<file path="config.mk">
export PLATFORM = sky130hd
export DESIGN_NAME = spi_pipe_rd
export DESIGN_NICKNAME = d
export VERILOG_FILES = /design/src/rtl/spi_pipe_pkg.sv /design/src/rtl/spi_pipe_sync.sv /design/src/rtl/spi_pipe_chk_cnt.sv /design/src/rtl/spi_pipe_shift.sv /design/src/rtl/spi_pipe_rd.sv
export SDC_FILE = /design/constraint.sdc
export NUM_CORES = 1
export LEC_CHECK = 0
export BUFFER_PORTS_ARGS = -buffer_cell sky130_fd_sc_hd__buf_2
export CORE_ASPECT_RATIO = 0.7
export CORE_MARGIN = 5
export CORE_UTILIZATION = 56
export CTS_CLUSTER_DIAMETER = 30
export DETAILED_ROUTE_END_ITERATION = 8
export GPL_TIMING_DRIVEN = 0
export HOLD_SLACK_MARGIN = 0.02
export MAX_ROUTING_LAYER = met4
export PLACE_DENSITY_LB_ADDON = 0.05
export SLEW_MARGIN = 20
export SYNTH_ARGS = -nofsm -noshare
export SYNTH_HDL_FRONTEND = slang
export SYNTH_SLANG_ARGS = --single-unit
</file>
<file path="constraint.sdc">
create_clock -name clk_i -period 2.39 [get_ports clk_i]
set_clock_uncertainty 0.05 [all_clocks]
set_input_delay 0.478 -clock clk_i [delete_from_list [all_inputs] [get_ports clk_i]]
set_output_delay 0.478 -clock clk_i [all_outputs]
set_load 0.01 [all_outputs]
</file>
<file path="src/rtl/spi_pipe_pkg.sv">
package spi_pipe_pkg;
  localparam int unsigned CHK_W  = 4;
  localparam int unsigned STAT_W = 3;
  localparam int unsigned DATA_W = 8;
  localparam int unsigned SYNC_N = 2;
endpackage

</file>
<file path="src/rtl/spi_pipe_sync.sv">
module spi_pipe_sync #(
  parameter int unsigned W      = 2,
  parameter int unsigned STAGES = 2,
  parameter logic [W-1:0] RST_VAL = '0
) (
  input  logic         clk_i,
  input  logic         rst_ni,
  input  logic [W-1:0] d_i,
  output logic [W-1:0] q_o,
  output logic [W-1:0] rise_o,
  output logic [W-1:0] fall_o
);
  localparam int unsigned CHAIN_W = STAGES * W;

  logic [CHAIN_W-1:0] chain_q;
  logic [W-1:0]       prev_q;

  always_ff @(posedge clk_i or negedge rst_ni) begin
    if (!rst_ni) begin
      chain_q <= {STAGES{RST_VAL}};
      prev_q  <= RST_VAL;
    end else begin
      chain_q <= {chain_q[CHAIN_W-W-1:0], d_i};
      prev_q  <= chain_q[CHAIN_W-1 -: W];
    end
  end

  assign q_o    = chain_q[CHAIN_W-1 -: W];
  assign rise_o = q_o & ~prev_q;
  assign fall_o = ~q_o & prev_q;
endmodule

</file>
<file path="src/rtl/spi_pipe_chk_cnt.sv">
module spi_pipe_chk_cnt #(
  parameter int unsigned W = 4
) (
  input  logic         clk_i,
  input  logic         rst_ni,
  input  logic         adv_i,
  output logic [W-1:0] cnt_o
);
  logic [W-1:0] cnt_q;

  always_ff @(posedge clk_i or negedge rst_ni) begin
    if (!rst_ni)    cnt_q <= '0;
    else if (adv_i) cnt_q <= cnt_q + 1'b1;  // natural wrap
  end

  assign cnt_o = cnt_q;
endmodule

</file>
<file path="src/rtl/spi_pipe_shift.sv">
module spi_pipe_shift #(
  parameter int unsigned FRAME_W = 16
) (
  input  logic               clk_i,
  input  logic               rst_ni,
  input  logic               load_i,
  input  logic [FRAME_W-1:0] frame_i,
  input  logic               clr_i,
  input  logic               rise_i,
  input  logic               fall_i,
  output logic               bit_o,
  output logic               active_o,
  output logic               done_o
);
  localparam int unsigned CNT_W = $clog2(FRAME_W + 1);
  localparam logic [CNT_W-1:0] LAST = CNT_W'(FRAME_W);

  logic [FRAME_W-1:0] sh_q;
  logic [CNT_W-1:0]   cnt_q;
  logic               act_q;

  always_ff @(posedge clk_i or negedge rst_ni) begin
    if (!rst_ni) begin
      sh_q  <= '0;
      cnt_q <= '0;
      act_q <= 1'b0;
    end else if (load_i) begin
      sh_q  <= frame_i;
      cnt_q <= '0;
      act_q <= 1'b1;
    end else if (clr_i) begin
      cnt_q <= '0;
      act_q <= 1'b0;
    end else if (act_q) begin
      // first rising edge keeps bit 0 on the line
      if (rise_i && cnt_q != '0) sh_q <= {sh_q[FRAME_W-2:0], 1'b0};
      if (fall_i && cnt_q != LAST) cnt_q <= cnt_q + 1'b1;
    end
  end

  assign bit_o    = sh_q[FRAME_W-1];
  assign active_o = act_q;
  assign done_o   = (cnt_q == LAST);
endmodule

</file>
<file path="src/rtl/spi_pipe_rd.sv">
module spi_pipe_rd
  import spi_pipe_pkg::*;
#(
  parameter int unsigned CHK_BITS  = CHK_W,
  parameter int unsigned STAT_BITS = STAT_W,
  parameter int unsigned DATA_BITS = DATA_W,
  parameter int unsigned SYNC_LEN  = SYNC_N
) (
  input  logic                 clk_i,
  input  logic                 rst_ni,
  input  logic                 ss_ni,
  input  logic                 sclk_i,
  output logic                 miso_o,
  output logic                 miso_oe_o,
  input  logic [STAT_BITS-1:0] status_i,
  input  logic [DATA_BITS-1:0] fifo_data_i,
  input  logic                 fifo_empty_i,
  output logic                 fifo_pop_o
);
  localparam int unsigned FRAME_W = CHK_BITS + 1 + STAT_BITS + DATA_BITS;

  logic [1:0] pins_q, pins_rise, pins_fall;
  logic       ss_rise, ss_fall, sclk_rise, sclk_fall;
  logic [CHK_BITS-1:0] nib;
  logic [FRAME_W-1:0]  frame;
  logic       sh_bit, sh_act, sh_done;
  logic       pop_q;

  // bit 1: chip select (idle high), bit 0: serial clock (idle low)
  spi_pipe_sync #(.W(2), .STAGES(SYNC_LEN), .RST_VAL(2'b10)) u_sync (
    .clk_i  (clk_i),
    .rst_ni (rst_ni),
    .d_i    ({ss_ni, sclk_i}),
    .q_o    (pins_q),
    .rise_o (pins_rise),
    .fall_o (pins_fall)
  );

  assign ss_fall   = pins_fall[1];
  assign ss_rise   = pins_rise[1];
  assign sclk_rise = pins_rise[0];
  assign sclk_fall = pins_fall[0];

  spi_pipe_chk_cnt #(.W(CHK_BITS)) u_chk_cnt (
    .clk_i  (clk_i),
    .rst_ni (rst_ni),
    .adv_i  (ss_rise),
    .cnt_o  (nib)
  );

  assign frame = {nib, fifo_empty_i, status_i,
                  fifo_empty_i ? {DATA_BITS{1'b0}} : fifo_data_i};

  spi_pipe_shift #(.FRAME_W(FRAME_W)) u_shift (
    .clk_i    (clk_i),
    .rst_ni   (rst_ni),
    .load_i   (ss_fall),
    .frame_i  (frame),
    .clr_i    (ss_rise),
    .rise_i   (sclk_rise),
    .fall_i   (sclk_fall),
    .bit_o    (sh_bit),
    .active_o (sh_act),
    .done_o   (sh_done)
  );

  always_ff @(posedge clk_i or negedge rst_ni) begin
    if (!rst_ni) pop_q <= 1'b0;
    else         pop_q <= ss_rise & sh_act & sh_done;
  end

  assign miso_o     = sh_act & sh_bit;
  assign miso_oe_o  = sh_act;
  assign fifo_pop_o = pop_q;
endmodule

</file>
After elaboration in Yosys (flattened, before gate mapping)
Cells that the tools add are included.
{ "word_totals": {"reg_bits": 33, "inputBits": 16} }
{ "classes": {"n_reduce_logical": 10, "mux": 11, "n_eq_ne": 3, "bitwise": 7, "n_addsub": 2} }
{ "ops": {"columns": ["op", "n"], "rows": [
  ["$mux W16", 4],
  ["$mux W5", 4],
  ["$mux W8", 1],
  ["$reduce_bool A2 Y1", 3],
  ["$reduce_bool A3 Y1", 2],
  ["$add A5 B1 Y5 const B", 1],
  ["$eq A5 B5 Y1 const B", 1],
  ["$ne A5 B5 Y1 const B", 1],
  ["$reduce_bool A5 Y1", 1],
  ["$add A4 B1 Y4 const B", 1],
  ["$and A2 B2 Y2", 2],
  ["$not A2 Y2", 2],
  ["$and A1 B1 Y1", 3],
  ["$reduce_and A3 Y1", 1],
  ["$logic_and A1 B1 Y1", 2],
  ["$mux W1", 2],
  ["$ne A2 B1 Y1 const B", 1],
  ["$reduce_and A2 Y1", 1]
]} }

Depth between registers and ports, before layout
{ "logic_depth": {"word_depth": 7, "ltp_mapped": 7} }

Modules after synthesis
A second synthesis with hierarchy kept.
{ "hier_totals": {"cells_unflattened": 145, "area_unflattened_um2": 1659.1} }
{ "modules_own_cells": {"columns": ["module", "area_per_inst_um2", "cells_each", "instances"], "rows": [
  ["spi_pipe_shift", 1207.4, 111, 1],
  ["spi_pipe_sync", 203.9, 12, 1],
  ["spi_pipe_chk_cnt", 160.2, 11, 1],
  ["spi_pipe_rd", 87.6, 11, 1]
]} }

Least setup slack after synthesis
OpenSTA, ideal clock, no wires.
{ "synth_timing": {"kind": "flip-flop to flip-flop", "startpoint": "register u_sync.prev_q[1]", "endpoint": "register u_shift.sh_q[10]", "arrival_time_ps": 1767, "stages_incl_launch_ff": 8, "path_slack_ps": 448, "synth_period_minus_slack_ps": 1942, "path_buffers": 2, "cell_sequence": "dfstp_2 -> inv_1 -> ha_1 -> buf_6 -> nand4bb_4 -> o22ai_4 -> buf_6 -> mux2_4"} }
{ "synth_between": {"elab_chain_len": 4, "elab_cells_between_ends": 8} }
{ "synth_rtl": {"columns": ["item", "line_no", "text"], "rows": [
  ["start: declaration", "spi_pipe_sync.sv:16", "logic [W-1:0] prev_q;"],
  ["start signal: assignment", "spi_pipe_sync.sv:24", "prev_q <= chain_q[CHAIN_W-1 -: W];"],
  ["$not A2 Y2", "spi_pipe_sync.sv:29", "assign rise_o = q_o & ~prev_q;"],
  ["$and A2 B2 Y2", "spi_pipe_sync.sv:29", null],
  ["via u_chk_cnt.adv_i", "spi_pipe_chk_cnt.sv:6", "input logic adv_i,"],
  ["$ne A2 B1 Y1 (no line)", null, null],
  ["$reduce_and A3 Y1 (no line)", null, null],
  ["end signal: assignment", "spi_pipe_shift.sv:28", "sh_q <= frame_i;"],
  ["end signal: assignment", "spi_pipe_shift.sv:36", "if (rise_i && cnt_q != '0) sh_q <= {sh_q[FRAME_W-2:0], 1'b0};"],
  ["end: declaration", "spi_pipe_shift.sv:18", "logic [FRAME_W-1:0] sh_q;"]
]} }
The timed path passes the listed nets, and every way through them passes these cells.
A chain may end at the register's enable or synchronous reset.

Worst setup path after layout
{ "layout_timing": {"startpoint": "register u_sync.prev_q[1]", "endpoint": "register u_shift.sh_q[15]"} }
Same word-level chain as after synthesis.

==> run summary <==
Across the whole layout, storage elements account for 830 µm². The clock period minus worst slack works out to 2.06 ns. The total DRC errors in the routed layout was 0.

The full die area was 4040 µm²; the number of input and output port buffers inserted was 18. The tools report the critical path launch point as u_sync.prev_q[1]. The startpoint identified for the worst register-to-register timing path is u_sync.prev_q[1]. The most common cell in the synthesized netlist is dfrtp_1.

For the starting utilization of the core area, the log shows 57.8%. In this run the worst hold path is classified as in -> async. Measured along the y axis, the die boundary spans 54.7 µm.

The startpoint type of the worst setup path is a register. The share of final-layout standard cells stronger than drive strength 1 was 35.6%; the initial DRC count was 50. Counting flops with an async set or reset pin after synthesis yields a share of 100%. The power per cell area came out at 941 nW/µm².

The number of nets at the end of the flow was 169; the combined global-route utilization of all metal layers was 16.2%. In this run the standard cell core region covers 2760 µm². For the pin with the worst max-slew slack, the measured transition is 0.713 ns. Entering global routing, the biggest net connects 34 pins. The routed design has 2640 µm of wire. The congestion estimate from routability-driven global placement came to 0.697. The number of top-level pins came out at 19.

Setup repair after global routing left no endpoint under its margin. The multi-input combinational cells in the finished layout cover a total of 689 µm². The count of antenna diodes in the layout is 0, and the number of endpoints failing setup at the final stage is 0. The run gives 0 as the initial antenna violation count. The logs give 22.9% for the clock power share and 486 MHz for the top achievable clock speed. The via count of the first global-routing pass came out at 980.

The run finished with clean final reports. The number of pins with negative max-slew slack in the final report came out at 0. Measured against its own limit, the worst slew margin works out to 52.5%. The number of nets handed over by synthesis was 144. The number of enable flip-flop cells after synthesis was 0; the filler cell count was 208. In this run the core area contains 16 standard-cell rows. The critical setup path kind was reg -> reg.

For the worst endpoint required time, the log shows 2.50 ns. Net switching is 28.2% of the power. For the number of violations of the max-capacitance limit, the log shows 0. Share of total power in combinational logic: 26.3%.

Relative to the synthesized area, the layout overhead comes to 13.5%. Number of hold buffers added after cts: 0. The area share of the leading cell type in the synthesized netlist was 47.0%. The worst setup path is captured at a register. The HPWL after detailed placement is 1840 µm. Synthesized area per cell: 13.0 µm².

After synthesis the netlist holds a flip-flop and latch count of 33. The primary flip-flop cell chosen by synthesis mapping was dfrtp_1. By count the netlist is led by 30 x dfrtp_1, 15 x mux2_2, 12 x inv_1. The run gives 1600 µm² as the netlist area before placement. The per-cell routed wire length was 14.2 µm; the maximum buffer depth of the clock tree was 2. For the H-tree depth, the log shows 2. The count of distinct cell types in the synthesized netlist is 36.

The net switching power is 481 µW, and the residual antenna-violating net count after detailed routing is 0. TritonCTS built the clock tree. The number of clock sinks was 33. Of the total power, registers draw 50.8%. Counting every instance in the synthesized netlist gives 123.

The CTS clock-pin slew for the worst setup and hold paths works out to 0.07 ns. At the worst endpoint, the arrival time is 2.17 ns. The first detailed-routing pass ran for 3 iterations.

Along the worst path, the maximum fanout reaches 10. The clock reaches the later pin of the worst-skew pair after 0.28 ns. Cell internal power was estimated by the tool at 1220 µW. The number of buffers added by the clock tree synthesis step is 5.

The maximum VDD drop is 0.000484 V, and the via density per instance is 5.29. Total power for the finished layout comes to 1710 µW. The yosys synthesis warning count was 0. Global-route wire length before repair: 4530 µm. Summed over all instances, the cell type with the most area after synthesis is dfrtp_1. The final critical path takes up 86.2% of the cycle. The static power due to leakage is 0.000830 µW, and the final sum of negative setup slack is 0 ns. The cell sitting at the root of the clock tree is a clkbuf_8. The number of failing hold endpoints at the final stage was 0; the number of instances resized during post-cts repair was 0. The via count is 979. The post-CTS setup buffer count was 0; the total congestion overflow was 0. By area the synthesized netlist is led by dfrtp_1 47%, mux2_2 11%, mux2i_1 5.0%.

Measured along the x axis, the die boundary spans 73.8 µm. The proportion of synthesized chip area in sequential cells is 51.9%.
[critical path, cell delays in order (launching register included)]
cell and delay [ns]:
dfstp_2 0.53, inv_1 0.04, ha_1 0.17, buf_6 0.14
nand4bb_4 0.20, o22ai_4 0.26, buf_6 0.23, mux2_4 0.31
[cells by family (layout without fill, tap and decap cells)]
| group | count (synthesis) | in the layout | synth area share [%] |
|---|---|---|---|
| buf+inv | 17 | 43 | 4.93 |
| xor+xnor | 3 | 3 | 1.64 |
| mux | 26 | 26 | 18.4 |
| compound gates | 17 | 17 | 9.16 |
| simple gates | 22 | 22 | 10.0 |
| fa+ha+maj | 5 | 5 | 3.92 |
| flops | 33 | 33 | 51.9 |
[final timing paths]
kind                       slack (ns)  depth (start not counted)            endpoint
max reg2reg                      0.33                          7    u_shift.sh_q[15]
min                              0.19                          1     u_shift.sh_q[2]
min reg2reg                      0.30                          0   u_sync.chain_q[2]
min in group clk_i               0.25                          1   u_sync.chain_q[1]
max                              0.33                          7    u_shift.sh_q[15]
max in group asynchronous        1.63                          1  u_chk_cnt.cnt_o[3]
[cell usage in the layout (no fill, tap or decap), types with 4 or more instances in the layout]
| master | n |
|---|---|
| clkbuf_8 | 5 |
| clkbuf_1 | 4 |
| mux2i_1 | 8 |
| inv_1 | 12 |
| mux2_2 | 15 |
| nand2_1 | 5 |
| a22oi_1 | 7 |
| ha_1 | 5 |
| buf_2 | 18 |
| dfrtp_1 | 30 |
[sequential cells by signal, indices dropped and copies added, names as in the netlist]
| name | flops |
|---|---|
| u_shift.sh_q | 16 |
| u_chk_cnt.cnt_o | 4 |
| u_sync.chain_q | 4 |
| u_sync.prev_q | 2 |
| u_shift.cnt_q | 5 |
| u_shift.active_o | 1 |
| fifo_pop_o | 1 |
[layer usage]
| metal | global-route usage (%) | share of wire [%] |
|---|---|---|
| met1 | 19.6 | 49 |
| met2 | 24.0 | 45 |
| met3 | 5.50 | 4.1 |
| met4 | 9.04 | 1.9 |
| met5 | - | 0 |
[through the flow]
| step | setup WS, ns | cell area, µm² | hold WS, ns | util (%) | std cells |
|---|---|---|---|---|---|
| detailed placement | 0.332 | 1730 | 0.288 | 62.7 | 177 |
| floorplan | 0.448 | 1600 | 0.132 | - | 123 |
| global route | 0.246 | 1810 | 0.238 | 65.6 | 185 |
| CTS | 0.317 | 1810 | 0.227 | 65.6 | 185 |
| finish | 0.331 | 1810 | 0.193 | 65.6 | 185 |
| global placement | 0.347 | 1730 | 0.283 | 62.7 | 177 |
[cell type report]
class	count	share of cell area [%]
well taps	36	2.48
plain buffers	4	1.66
repair buffers	18	4.97
inverters	13	2.69
flip-flops and latches	33	45.8
clock buffers	8	4.42
multi-input cells	73	38.0
[power by group through the flow]
stage                     Sequential [µW]  Combinational, µW  Clock (µW)
after floorplan                       839                376           0
final                                 866                449         391
after detailed placement              877                452           0
after global placement                866                439           0
after CTS                             868                457         406
after global routing                  895                502         428
No activity file was read; power rests on OpenSTA's default activity.
